## src/rtl/ilg_pkg.sv

```systemverilog
package ilg_pkg;
  // Selected code
  typedef enum logic {
    CODE_UP = 1'b0,
    CODE_DN = 1'b1
  } code_e;

  // Built-in codes: value and length (value right aligned, sent MSB first)
  localparam int unsigned BI_UP_VAL = 1;  // 00001
  localparam int unsigned BI_UP_LEN = 5;
  localparam int unsigned BI_DN_VAL = 1;  // 001
  localparam int unsigned BI_DN_LEN = 3;
endpackage

```

## src/rtl/ilg_ctrl.sv

```systemverilog
// Request tracking, code selection and minimum-duration timer.
module ilg_ctrl
  import ilg_pkg::*;
#(
  parameter int unsigned MIN_SECS = 5,
  localparam int unsigned CW = $clog2(MIN_SECS + 1)
) (
  input  logic          clk,
  input  logic          rst_n,
  input  logic          req_up,
  input  logic          req_dn,
  input  logic          sec_tick,
  output logic          active,
  output code_e         sel,
  output logic          restart,
  output logic [CW-1:0] sec_cnt
);
  logic          req_any;
  logic          req_q, req_d;
  logic          act_q, act_d;
  code_e         sel_q, sel_d;
  code_e         want;
  logic [CW-1:0] cnt_q, cnt_d;
  logic          start;
  logic          hold_met;

  always_comb begin
    req_any  = req_up | req_dn;
    want     = req_dn ? CODE_DN : CODE_UP;   // loop-down wins
    start    = req_any & ~req_q;
    hold_met = (cnt_q == CW'(MIN_SECS));
    req_d    = req_any;

    act_d = act_q;
    if (start)
      act_d = 1'b1;
    else if (act_q && !req_any && hold_met)
      act_d = 1'b0;

    cnt_d = cnt_q;
    if (start)
      cnt_d = '0;
    else if (act_q && sec_tick && !hold_met)
      cnt_d = cnt_q + CW'(1);

    sel_d   = req_any ? want : sel_q;
    restart = start | (req_any & (want != sel_q));
  end

  always_ff @(posedge clk or negedge rst_n) begin
    if (!rst_n) begin
      req_q <= 1'b0;
      act_q <= 1'b0;
      sel_q <= CODE_UP;
      cnt_q <= '0;
    end else begin
      req_q <= req_d;
      act_q <= act_d;
      sel_q <= sel_d;
      cnt_q <= cnt_d;
    end
  end

  assign active  = act_q;
  assign sel     = sel_q;
  assign sec_cnt = cnt_q;
endmodule

```

## src/rtl/ilg_pat_sel.sv

```systemverilog
// Picks the pattern word and its length for the selected code.
module ilg_pat_sel
  import ilg_pkg::*;
#(
  parameter int unsigned PAT_W    = 8,
  parameter int unsigned LEN_FW   = 2,
  parameter int unsigned MIN_LEN  = 5,
  parameter bit          HAS_USER = 1'b1,
  localparam int unsigned LW      = $clog2(PAT_W + 1)
) (
  input  code_e             sel,
  input  logic              user_pat_en,
  input  logic [PAT_W-1:0]  up_pat,
  input  logic [PAT_W-1:0]  dn_pat,
  input  logic [LEN_FW-1:0] up_len,
  input  logic [LEN_FW-1:0] dn_len,
  output logic [PAT_W-1:0]  pat,
  output logic [LW-1:0]     plen
);
  logic [PAT_W-1:0] bi_pat;
  logic [LW-1:0]    bi_len;

  always_comb begin
    if (sel == CODE_DN) begin
      bi_pat = PAT_W'(BI_DN_VAL);
      bi_len = LW'(BI_DN_LEN);
    end else begin
      bi_pat = PAT_W'(BI_UP_VAL);
      bi_len = LW'(BI_UP_LEN);
    end
  end

  generate
    if (HAS_USER) begin : g_user
      logic [PAT_W-1:0]  u_pat;
      logic [LEN_FW-1:0] u_fld;
      always_comb begin
        u_pat = (sel == CODE_DN) ? dn_pat : up_pat;
        u_fld = (sel == CODE_DN) ? dn_len : up_len;
        if (user_pat_en) begin
          pat  = u_pat;
          plen = LW'(MIN_LEN) + LW'(u_fld);
        end else begin
          pat  = bi_pat;
          plen = bi_len;
        end
      end
    end else begin : g_fixed
      logic unused_ok;
      assign unused_ok = ^{user_pat_en, up_pat, dn_pat, up_len, dn_len};
      assign pat  = bi_pat;
      assign plen = bi_len;
    end
  endgenerate
endmodule

```

## src/rtl/ilg_serializer.sv

```systemverilog
// Bit pointer and output register: code bits or pass-through per slot.
module ilg_serializer #(
  parameter int unsigned PAT_W = 8,
  localparam int unsigned LW   = $clog2(PAT_W + 1),
  localparam int unsigned IW   = (PAT_W > 1) ? $clog2(PAT_W) : 1
) (
  input  logic             clk,
  input  logic             rst_n,
  input  logic             bit_en,
  input  logic             frame_bit,
  input  logic             data_in,
  input  logic             framed_mode,
  input  logic             active,
  input  logic             restart,
  input  logic [PAT_W-1:0] pat,
  input  logic [LW-1:0]    plen,
  output logic             data_out
);
  logic [IW-1:0] ptr_q, ptr_d;
  logic          dout_q, dout_d;
  logic          take;
  logic [LW-1:0] eff;
  logic [LW-1:0] nxt;
  logic [LW-1:0] idx;
  logic          pbit;

  always_comb begin
    // slot carries a code bit unless framed mode reserves the frame bit
    take = bit_en & active & ~(framed_mode & frame_bit);
    eff  = (LW'(ptr_q) < plen) ? LW'(ptr_q) : '0;
    idx  = plen - LW'(1) - eff;
    pbit = pat[idx[IW-1:0]];
    nxt  = eff + LW'(1);

    ptr_d = ptr_q;
    if (restart)
      ptr_d = '0;
    else if (take)
      ptr_d = (nxt >= plen) ? '0 : nxt[IW-1:0];

    dout_d = dout_q;
    if (bit_en)
      dout_d = take ? pbit : data_in;
  end

  always_ff @(posedge clk or negedge rst_n) begin
    if (!rst_n) begin
      ptr_q  <= '0;
      dout_q <= 1'b0;
    end else begin
      ptr_q  <= ptr_d;
      dout_q <= dout_d;
    end
  end

  assign data_out = dout_q;
endmodule

```

## src/rtl/inband_loop_gen.sv

```systemverilog
// Top: in-band loop code insertion on a serial transmit stream.
module inband_loop_gen
  import ilg_pkg::*;
#(
  parameter int unsigned PAT_W    = 8,
  parameter int unsigned LEN_FW   = 2,
  parameter int unsigned MIN_LEN  = 5,
  parameter int unsigned MIN_SECS = 5,
  parameter bit          HAS_USER = 1'b1
) (
  input  logic              clk,
  input  logic              rst_n,
  input  logic              bit_en,
  input  logic              frame_bit,
  input  logic              data_in,
  input  logic              sec_tick,
  input  logic              req_up,
  input  logic              req_dn,
  input  logic              framed_mode,
  input  logic              user_pat_en,
  input  logic [PAT_W-1:0]  up_pat,
  input  logic [PAT_W-1:0]  dn_pat,
  input  logic [LEN_FW-1:0] up_len,
  input  logic [LEN_FW-1:0] dn_len,
  output logic              data_out,
  output logic              active
);
  localparam int unsigned LW = $clog2(PAT_W + 1);
  localparam int unsigned CW = $clog2(MIN_SECS + 1);

  code_e            sel;
  logic             restart;
  logic [CW-1:0]    sec_cnt;
  logic [PAT_W-1:0] pat;
  logic [LW-1:0]    plen;

  ilg_ctrl #(.MIN_SECS(MIN_SECS)) u_ctrl (
    .clk      (clk),
    .rst_n    (rst_n),
    .req_up   (req_up),
    .req_dn   (req_dn),
    .sec_tick (sec_tick),
    .active   (active),
    .sel      (sel),
    .restart  (restart),
    .sec_cnt  (sec_cnt)
  );

  ilg_pat_sel #(
    .PAT_W(PAT_W), .LEN_FW(LEN_FW), .MIN_LEN(MIN_LEN), .HAS_USER(HAS_USER)
  ) u_pat (
    .sel         (sel),
    .user_pat_en (user_pat_en),
    .up_pat      (up_pat),
    .dn_pat      (dn_pat),
    .up_len      (up_len),
    .dn_len      (dn_len),
    .pat         (pat),
    .plen        (plen)
  );

  ilg_serializer #(.PAT_W(PAT_W)) u_ser (
    .clk         (clk),
    .rst_n       (rst_n),
    .bit_en      (bit_en),
    .frame_bit   (frame_bit),
    .data_in     (data_in),
    .framed_mode (framed_mode),
    .active      (active),
    .restart     (restart),
    .pat         (pat),
    .plen        (plen),
    .data_out    (data_out)
  );
endmodule

```

## config.mk

```make
export PLATFORM = sky130hd
export DESIGN_NAME = inband_loop_gen
export DESIGN_NICKNAME = d
export VERILOG_FILES = /design/src/rtl/ilg_pkg.sv /design/src/rtl/ilg_ctrl.sv /design/src/rtl/ilg_pat_sel.sv /design/src/rtl/ilg_serializer.sv /design/src/rtl/inband_loop_gen.sv
export SDC_FILE = /design/constraint.sdc
export NUM_CORES = 1
export LEC_CHECK = 0
export BUFFER_PORTS_ARGS = -buffer_cell sky130_fd_sc_hd__buf_2
export CAP_MARGIN = 30
export CORE_MARGIN = 3
export CORE_UTILIZATION = 31
export CTS_CLUSTER_DIAMETER = 100
export DETAILED_ROUTE_END_ITERATION = 12
export PLACE_DENSITY = 0.57
export SLEW_MARGIN = 20
export SYNTH_ARGS = -nofsm -noshare
export SYNTH_HDL_FRONTEND = slang
export SYNTH_SLANG_ARGS = --single-unit
```

## constraint.sdc

```tcl
create_clock -name clk -period 10.93 [get_ports clk]
set_clock_uncertainty 0.15 [all_clocks]
set_input_delay 1.6395 -clock clk [delete_from_list [all_inputs] [get_ports clk]]
set_output_delay 1.6395 -clock clk [all_outputs]
set_load 0.005 [all_outputs]
```

==> flow_summary.ini, run 1 <==
[logic_synthesis]
syn_inst = 104
synth-warning-count = 0
yosysTopAreaCell = dfrtp_1
mappedNetlistNets = 146
netlist.area_leader.share_pct = 25.4
synth_seq_cells = 10
synth.area.top_cells = dfrtp_1 (25%), ha_1 (14%), mux2i_1 (5.1%)
synth.distinct_cells = 42
syn_area_sq_um = 986
synth.avg_cell_area_sq_um = 9.48
seq_area_frac_synth_pct = 25.4

[final_layout]
antennaDiodeCount = 0
area_growth_pct = 21.7
fillers = 316
final_core_util_pct = 41.4
final_common_cell = buf_2
final_nets = 179
final_cell_mix = buf_2 (31), ha_1 (11), nand2_1 (10), dfrtp_1 (10)
drive_gt1_share_pct = 32.6

[clocking]
numCtsBuffers = 3
ctsRootBufferMaster = clkbuf_4
tritoncts = yes
clk_pin_slew_ns = 0.06
cts-htree-levels = 1
post_cts_resized = 0
postCtsSetupRepairBufs = 0
insertion_delay_ns = 0.26
cts.sinks = 10
clockBufferDepth = 2
postCtsHoldBufs = 0

[sta]
fmax_mhz = 196
period_needed_ns = 5.09
rsz0062_at_grt = no
finalSetupTns_ns = 0
hold_viol = 0
worstMarginPinSlew_ns = 0.496
drv_slew = 0
finalCritPeriodShare_pct = 46.6
slew_headroom_pct = 66.9
setup_viol = 0

[critical_path]
worstPathRequired_ns = 10.92
criticalPathCategory = primary input to flip-flop
worstPathArrival_ns = 5.08
cp_max_fo = 4
cp.buffers_inverters = 3
r2r-start = u_ctrl.sel
crit_chain = buf_2 > mux2_4 > ha_1 > nand2_1 > nand2_1 > inv_1 > ha_1 > o21a_1 > o21ai_1 > or2_2 > nand2_1 > inv_1 > ha_1 > ha_1 > a21boi_0 > o21a_1 > o21ai_0 > and4bb_2 > a22o_1
startpoint_type = primary input
cp_slowest_cell = or2_2
r2r_slack_ns = 6.58
cpMostUsedCell = ha_1
critPathTopFamily = adder cells
max_stage_delay_ns = 0.33
critPathLaunch = up_len[0]
end_kind = flip-flop

[routing]
drtIter0Drc = 46
vias_per_cell = 5.06
antenna_left = 0
avgRoutedWirePerCell_um = 13.2
vias = 895
drc = 0
wl_mm = 2.34
drt_pass1_iterations = 4

[floorplanning]
die_x_um = 62.4
die-area_sq_um = 3890
row_count = 19
start_util_pct = 34.0
pin_count = 32
core_area_sq_um = 2900
die_h_um = 62.4

[place]
port_buffers = 31
dpl.hpwl_mm = 2.01
gp_congestion = 0.780

[global_route]
grt_overflow = 0
grt_pass1_wl_mm = 4.04
grt_max_degree = 14
track_usage_pct = 12.5
grt_pass1_vias = 903
antenna_found_initial = 0

[power_and_ir_drop]
ir_drop_mv = 0.0987
power_density_nw_per_um2 = 128
p_leak_nw = 0.600

[status]
run_status = complete, no violations

[hold_path]
min_path_type = flip-flop to flip-flop
holdCritStartpoint = u_ctrl.sec_cnt[2]

[run]
cap_violations = 0
-- cells in the mapped netlist --
library cell  count
o21a_1            3
a21boi_1          1
xor2_1            2
buf_2             1
clkbuf_1          1
a211o_1           1
buf_4             1
o22ai_1           1
and3_1            1
dfrtp_1          10
mux2_4            1
a2111oi_0         1
fa_1              1
xnor2_1           1
a211oi_2          1
a311oi_1          1
a211oi_1          1
a31o_2            1
nand3_1           4
a21boi_0          1
mux4_2            2
mux2_2            1
nor2_1            8
a21oi_1           3
or2_2             1
a2111oi_4         1
o21ai_1           2
inv_1             8
a221oi_1          1
nand3b_1          1
a31oi_1           2
o21ai_0           2
nand2_1          10
mux2i_1           5
nand2b_1          3
or3_1             1
a22o_1            3
a21o_1            1
ha_1             11
nand4_1           1
and4bb_2          1
xnor2_2           1
-- layout make-up --
cell class,instances,area (sq um),area share [%]
clock buffers,3,22.5,1.88
flip-flops and latches,10,250,20.9
well taps,42,52.6,4.38
repair buffers,31,155,12.9
inverters,8,30.0,2.50
multi-input cells,83,689,57.5
-- per-layer routing --
| metal | vias up | global-route usage, % | wire length, um |
|---|---|---|---|
| li1 | 445 | - | - |
| met1 | 412 | 15.2 | 1010 |
| met2 | 32 | 21.0 | 1110 |
| met3 | 6 | 4.14 | 178 |
| met4 | 0 | 3.58 | 47 |
| met5 | - | 0 | 0 |
-- power by group --
group          leakage [nW]  switching [mW]  internal (mW)
clock network        0.0138          0.0114         0.0127
logic                 0.466          0.0371         0.0374
registers             0.120         0.00896         0.0458
total                 0.600          0.0575         0.0959
-- kinds of logic after synthesis --
logic type / count (synthesis) / share of synthesized area (%)
AOI/OAI and AO/OA: 27 / 22.0
xor gates and xnor gates: 4 / 4.32
adders and majority gates: 12 / 16.0
buffers and inverters: 11 / 4.69
DFF: 10 / 25.4
muxes: 9 / 12.3
and+or+nand+nor: 31 / 15.4
-- sequential cells by signal, indices dropped and copies added, names as in the netlist --
name            count
u_ctrl.sel          1
u_ctrl.sec_cnt      3
u_ctrl.active       1
u_ser.data_out      1
u_ser.ptr_q         3
u_ctrl.req_q        1
-- path summary, 6_finish.rpt --
path	depth (start not counted)	end
min reg2reg	1	u_ctrl.active
max	19	u_ser.ptr_q[1]
min	1	u_ctrl.active
max in group asynchronous	1	u_ser.ptr_q[2]
min in group asynchronous	1	u_ctrl.active
max reg2reg	18	u_ser.ptr_q[1]
-- per-stage QoR --
stage               hold slack [ns]  instances  power [mW]  instance area [sq um]  worst slack, ns
floorplan                     0.326        104       0.108                    986             6.00
global placement              0.342        174       0.128                   1180             5.61
CTS                           0.360        177       0.156                   1200             5.84
detailed placement            0.350        174       0.131                   1180             5.59
finish                        0.360        177       0.153                   1200             5.84
global route                  0.403        177       0.169                   1200             5.60
(Power assumes the default switching activity.)
==> run 2, diff against run 1 <==
--- a/config.mk
+++ b/config.mk
@@ -11,7 +11,7 @@
 export CORE_UTILIZATION = 31
 export CTS_CLUSTER_DIAMETER = 100
 export DETAILED_ROUTE_END_ITERATION = 12
-export PLACE_DENSITY = 0.57
+export PLACE_DENSITY = 0.59
 export SLEW_MARGIN = 20
 export SYNTH_ARGS = -nofsm -noshare
 export SYNTH_HDL_FRONTEND = slang
==> constraint.sdc (replaced) <==
create_clock -name clk -period 4.2 [get_ports clk]
set_clock_uncertainty 0.15 [all_clocks]
set_input_delay 0.63 -clock clk [delete_from_list [all_inputs] [get_ports clk]]
set_output_delay 0.63 -clock clk [all_outputs]
set_load 0.005 [all_outputs]
==> run 2 against run 1 <==
Net effect:
- register-to-register slack worse by 6.4 ns
- power rose to 2.7 times the previous value
- count of clock-buffer cells in the layout unchanged
- clock power up 150%
- global-route usage up 0.19 points
- worst hold slack worse by 0.29 ns
- combinational power rose to 2.8 times the previous value
- sequential share of layout area down 1.2 points
- wire length down 0.73%
- via count up 2.0%
- setup slack worse by 5.6 ns
- sequential power rose to 2.6 times the previous value
- critical path type is now flip-flop to flip-flop
- highest routed layer unchanged
==> flow_summary.ini, run 2 (synthesis gave the netlist of run 1 again) <==
[critical_path]
cp_max_fo = 5
rr_endpoint = u_ser.ptr_q[0]
worstSetupEndpoint = u_ser.ptr_q[0]
end_kind = flip-flop
critPathLaunch = u_ctrl.sel
startpoint_type = flip-flop
worstPathArrival_ns = 4.02
criticalPathCategory = flip-flop to flip-flop
r2r_slack_ns = 0.22
r2r-start = u_ctrl.sel
reg2reg_depth = 17
worstPathRequired_ns = 4.24

[clocking]
cts-htree-levels = 1
clockBufferDepth = 2
cts.sinks = 10
numCtsBuffers = 3
insertion_delay_ns = 0.25
postCtsHoldBufs = 0
clk_pin_slew_ns = 0.06
ctsRootBufferMaster = clkbuf_4
tritoncts = yes

[routing]
antenna_left = 0
avgRoutedWirePerCell_um = 12.4
vias_per_cell = 4.88
drc = 0
vias = 913
wl_mm = 2.33
drt_pass1_iterations = 4
drtIter0Drc = 75

[sta]
period_needed_ns = 3.98
finalCritPeriodShare_pct = 94.8
fmax_mhz = 251
slew_headroom_pct = 69.0
worstMarginPinSlew_ns = 0.466
finalSetupTns_ns = 0
hold_viol = 0
drv_slew = 0
setup_viol = 0
rsz0062_at_grt = no

[run]
cap_violations = 0

[floorplanning]
start_util_pct = 34.0
die_x_um = 62.4
die_h_um = 62.4
pin_count = 32
core_area_sq_um = 2900
row_count = 19
die-area_sq_um = 3890

[global_route]
grt_pass1_wl_mm = 4.09
grt_max_degree = 13
track_usage_pct = 12.7
grt_overflow = 0
grt_pass1_vias = 937
antenna_found_initial = 0

[final_layout]
antennaDiodeCount = 0
final_cell_mix = buf_2 (31), ha_1 (11), buf_4 (10)
fillers = 306
final_common_cell = buf_2
drive_gt1_share_pct = 38.6
final_nets = 189
area_growth_pct = 29.7
final_core_util_pct = 44.1

[status]
run_status = complete, no violations

[hold_path]
min_path_type = primary input to asynchronous set/reset pin

[place]
port_buffers = 31
dpl.hpwl_mm = 1.98
gp_congestion = 0.747

[power_and_ir_drop]
power_density_nw_per_um2 = 319
ir_drop_mv = 0.176
p_leak_nw = 0.649
==> run 2: worst min path at each step <==
stage                      start        endpoint  slack, ns
5_1_grt                    rst_n   u_ctrl.active       0.08
6_report                   rst_n   u_ctrl.active       0.07
2_1_floorplan              rst_n   u_ctrl.active       0.18
3_5_place_dp               rst_n  u_ser.ptr_q[1]       0.35
4_1_cts                    rst_n   u_ctrl.active       0.07
3_3_place_gp   u_ctrl.sec_cnt[2]   u_ctrl.active       0.34
==> run 2: cell type report <==
class                      instances  area [sq um]  area share (%)
timing repair buffer              41           230            18.0
multi-input combinational         83           692            54.1
tap                               42          52.6            4.11
clock buffer                       3          22.5            1.76
inverter                           8          30.0            2.35
sequential                        10           251            19.7
==> run 2: where the power goes <==
part	switching, mW	internal, mW
Combinational	0.0978	0.108
Sequential	0.0229	0.119
Clock	0.0273	0.0328
==> run 2: critical path, cell delays in order, from the launching register on <==
cell and delay [ns]:
dfrtp_2 0.43, mux2_2 0.36, ha_1 0.22, mux2i_1 0.22
inv_1 0.11, ha_1 0.31, o21a_1 0.13, o21ai_1 0.08
or2_2 0.31, nand2_1 0.11, inv_1 0.05, ha_1 0.31
ha_1 0.27, a21boi_1 0.13, o21a_1 0.17, o21ai_0 0.14
and4bb_2 0.27, a22o_1 0.14
==> run 2: stage by stage <==
stage	power [mW]	area (sq um)	worst slack, ns	hold WS (ns)	std cells
after floorplan	0.282	986	0.279	0.184	104
after global placement	0.342	1240	0.0651	0.341	183
after detailed placement	0.348	1240	0.0117	0.350	183
after CTS	0.412	1270	0.136	0.0690	186
after global routing	0.450	1280	0.00763	0.0785	187
final	0.408	1280	0.218	0.0703	187
==> run 2: what timing repair did <==
| item | 4_1_cts | 5_1_grt |
|---|---|---|
| endpoints found under the setup margin | 0 | 4 |
| endpoints found under the hold margin | 0 | 0 |
| gates resized for setup | 0 | 3 |
| setup buffers | 0 | 1 |
==> run 2: per-layer routing <==
layer	vias to the layer above	global-route usage, %	share of wire, %
met5	-	0	0
met4	0	4.96	0.64
met3	2	1.44	3.0
met2	15	23.4	52
met1	433	14.9	44
li1	463	-	-
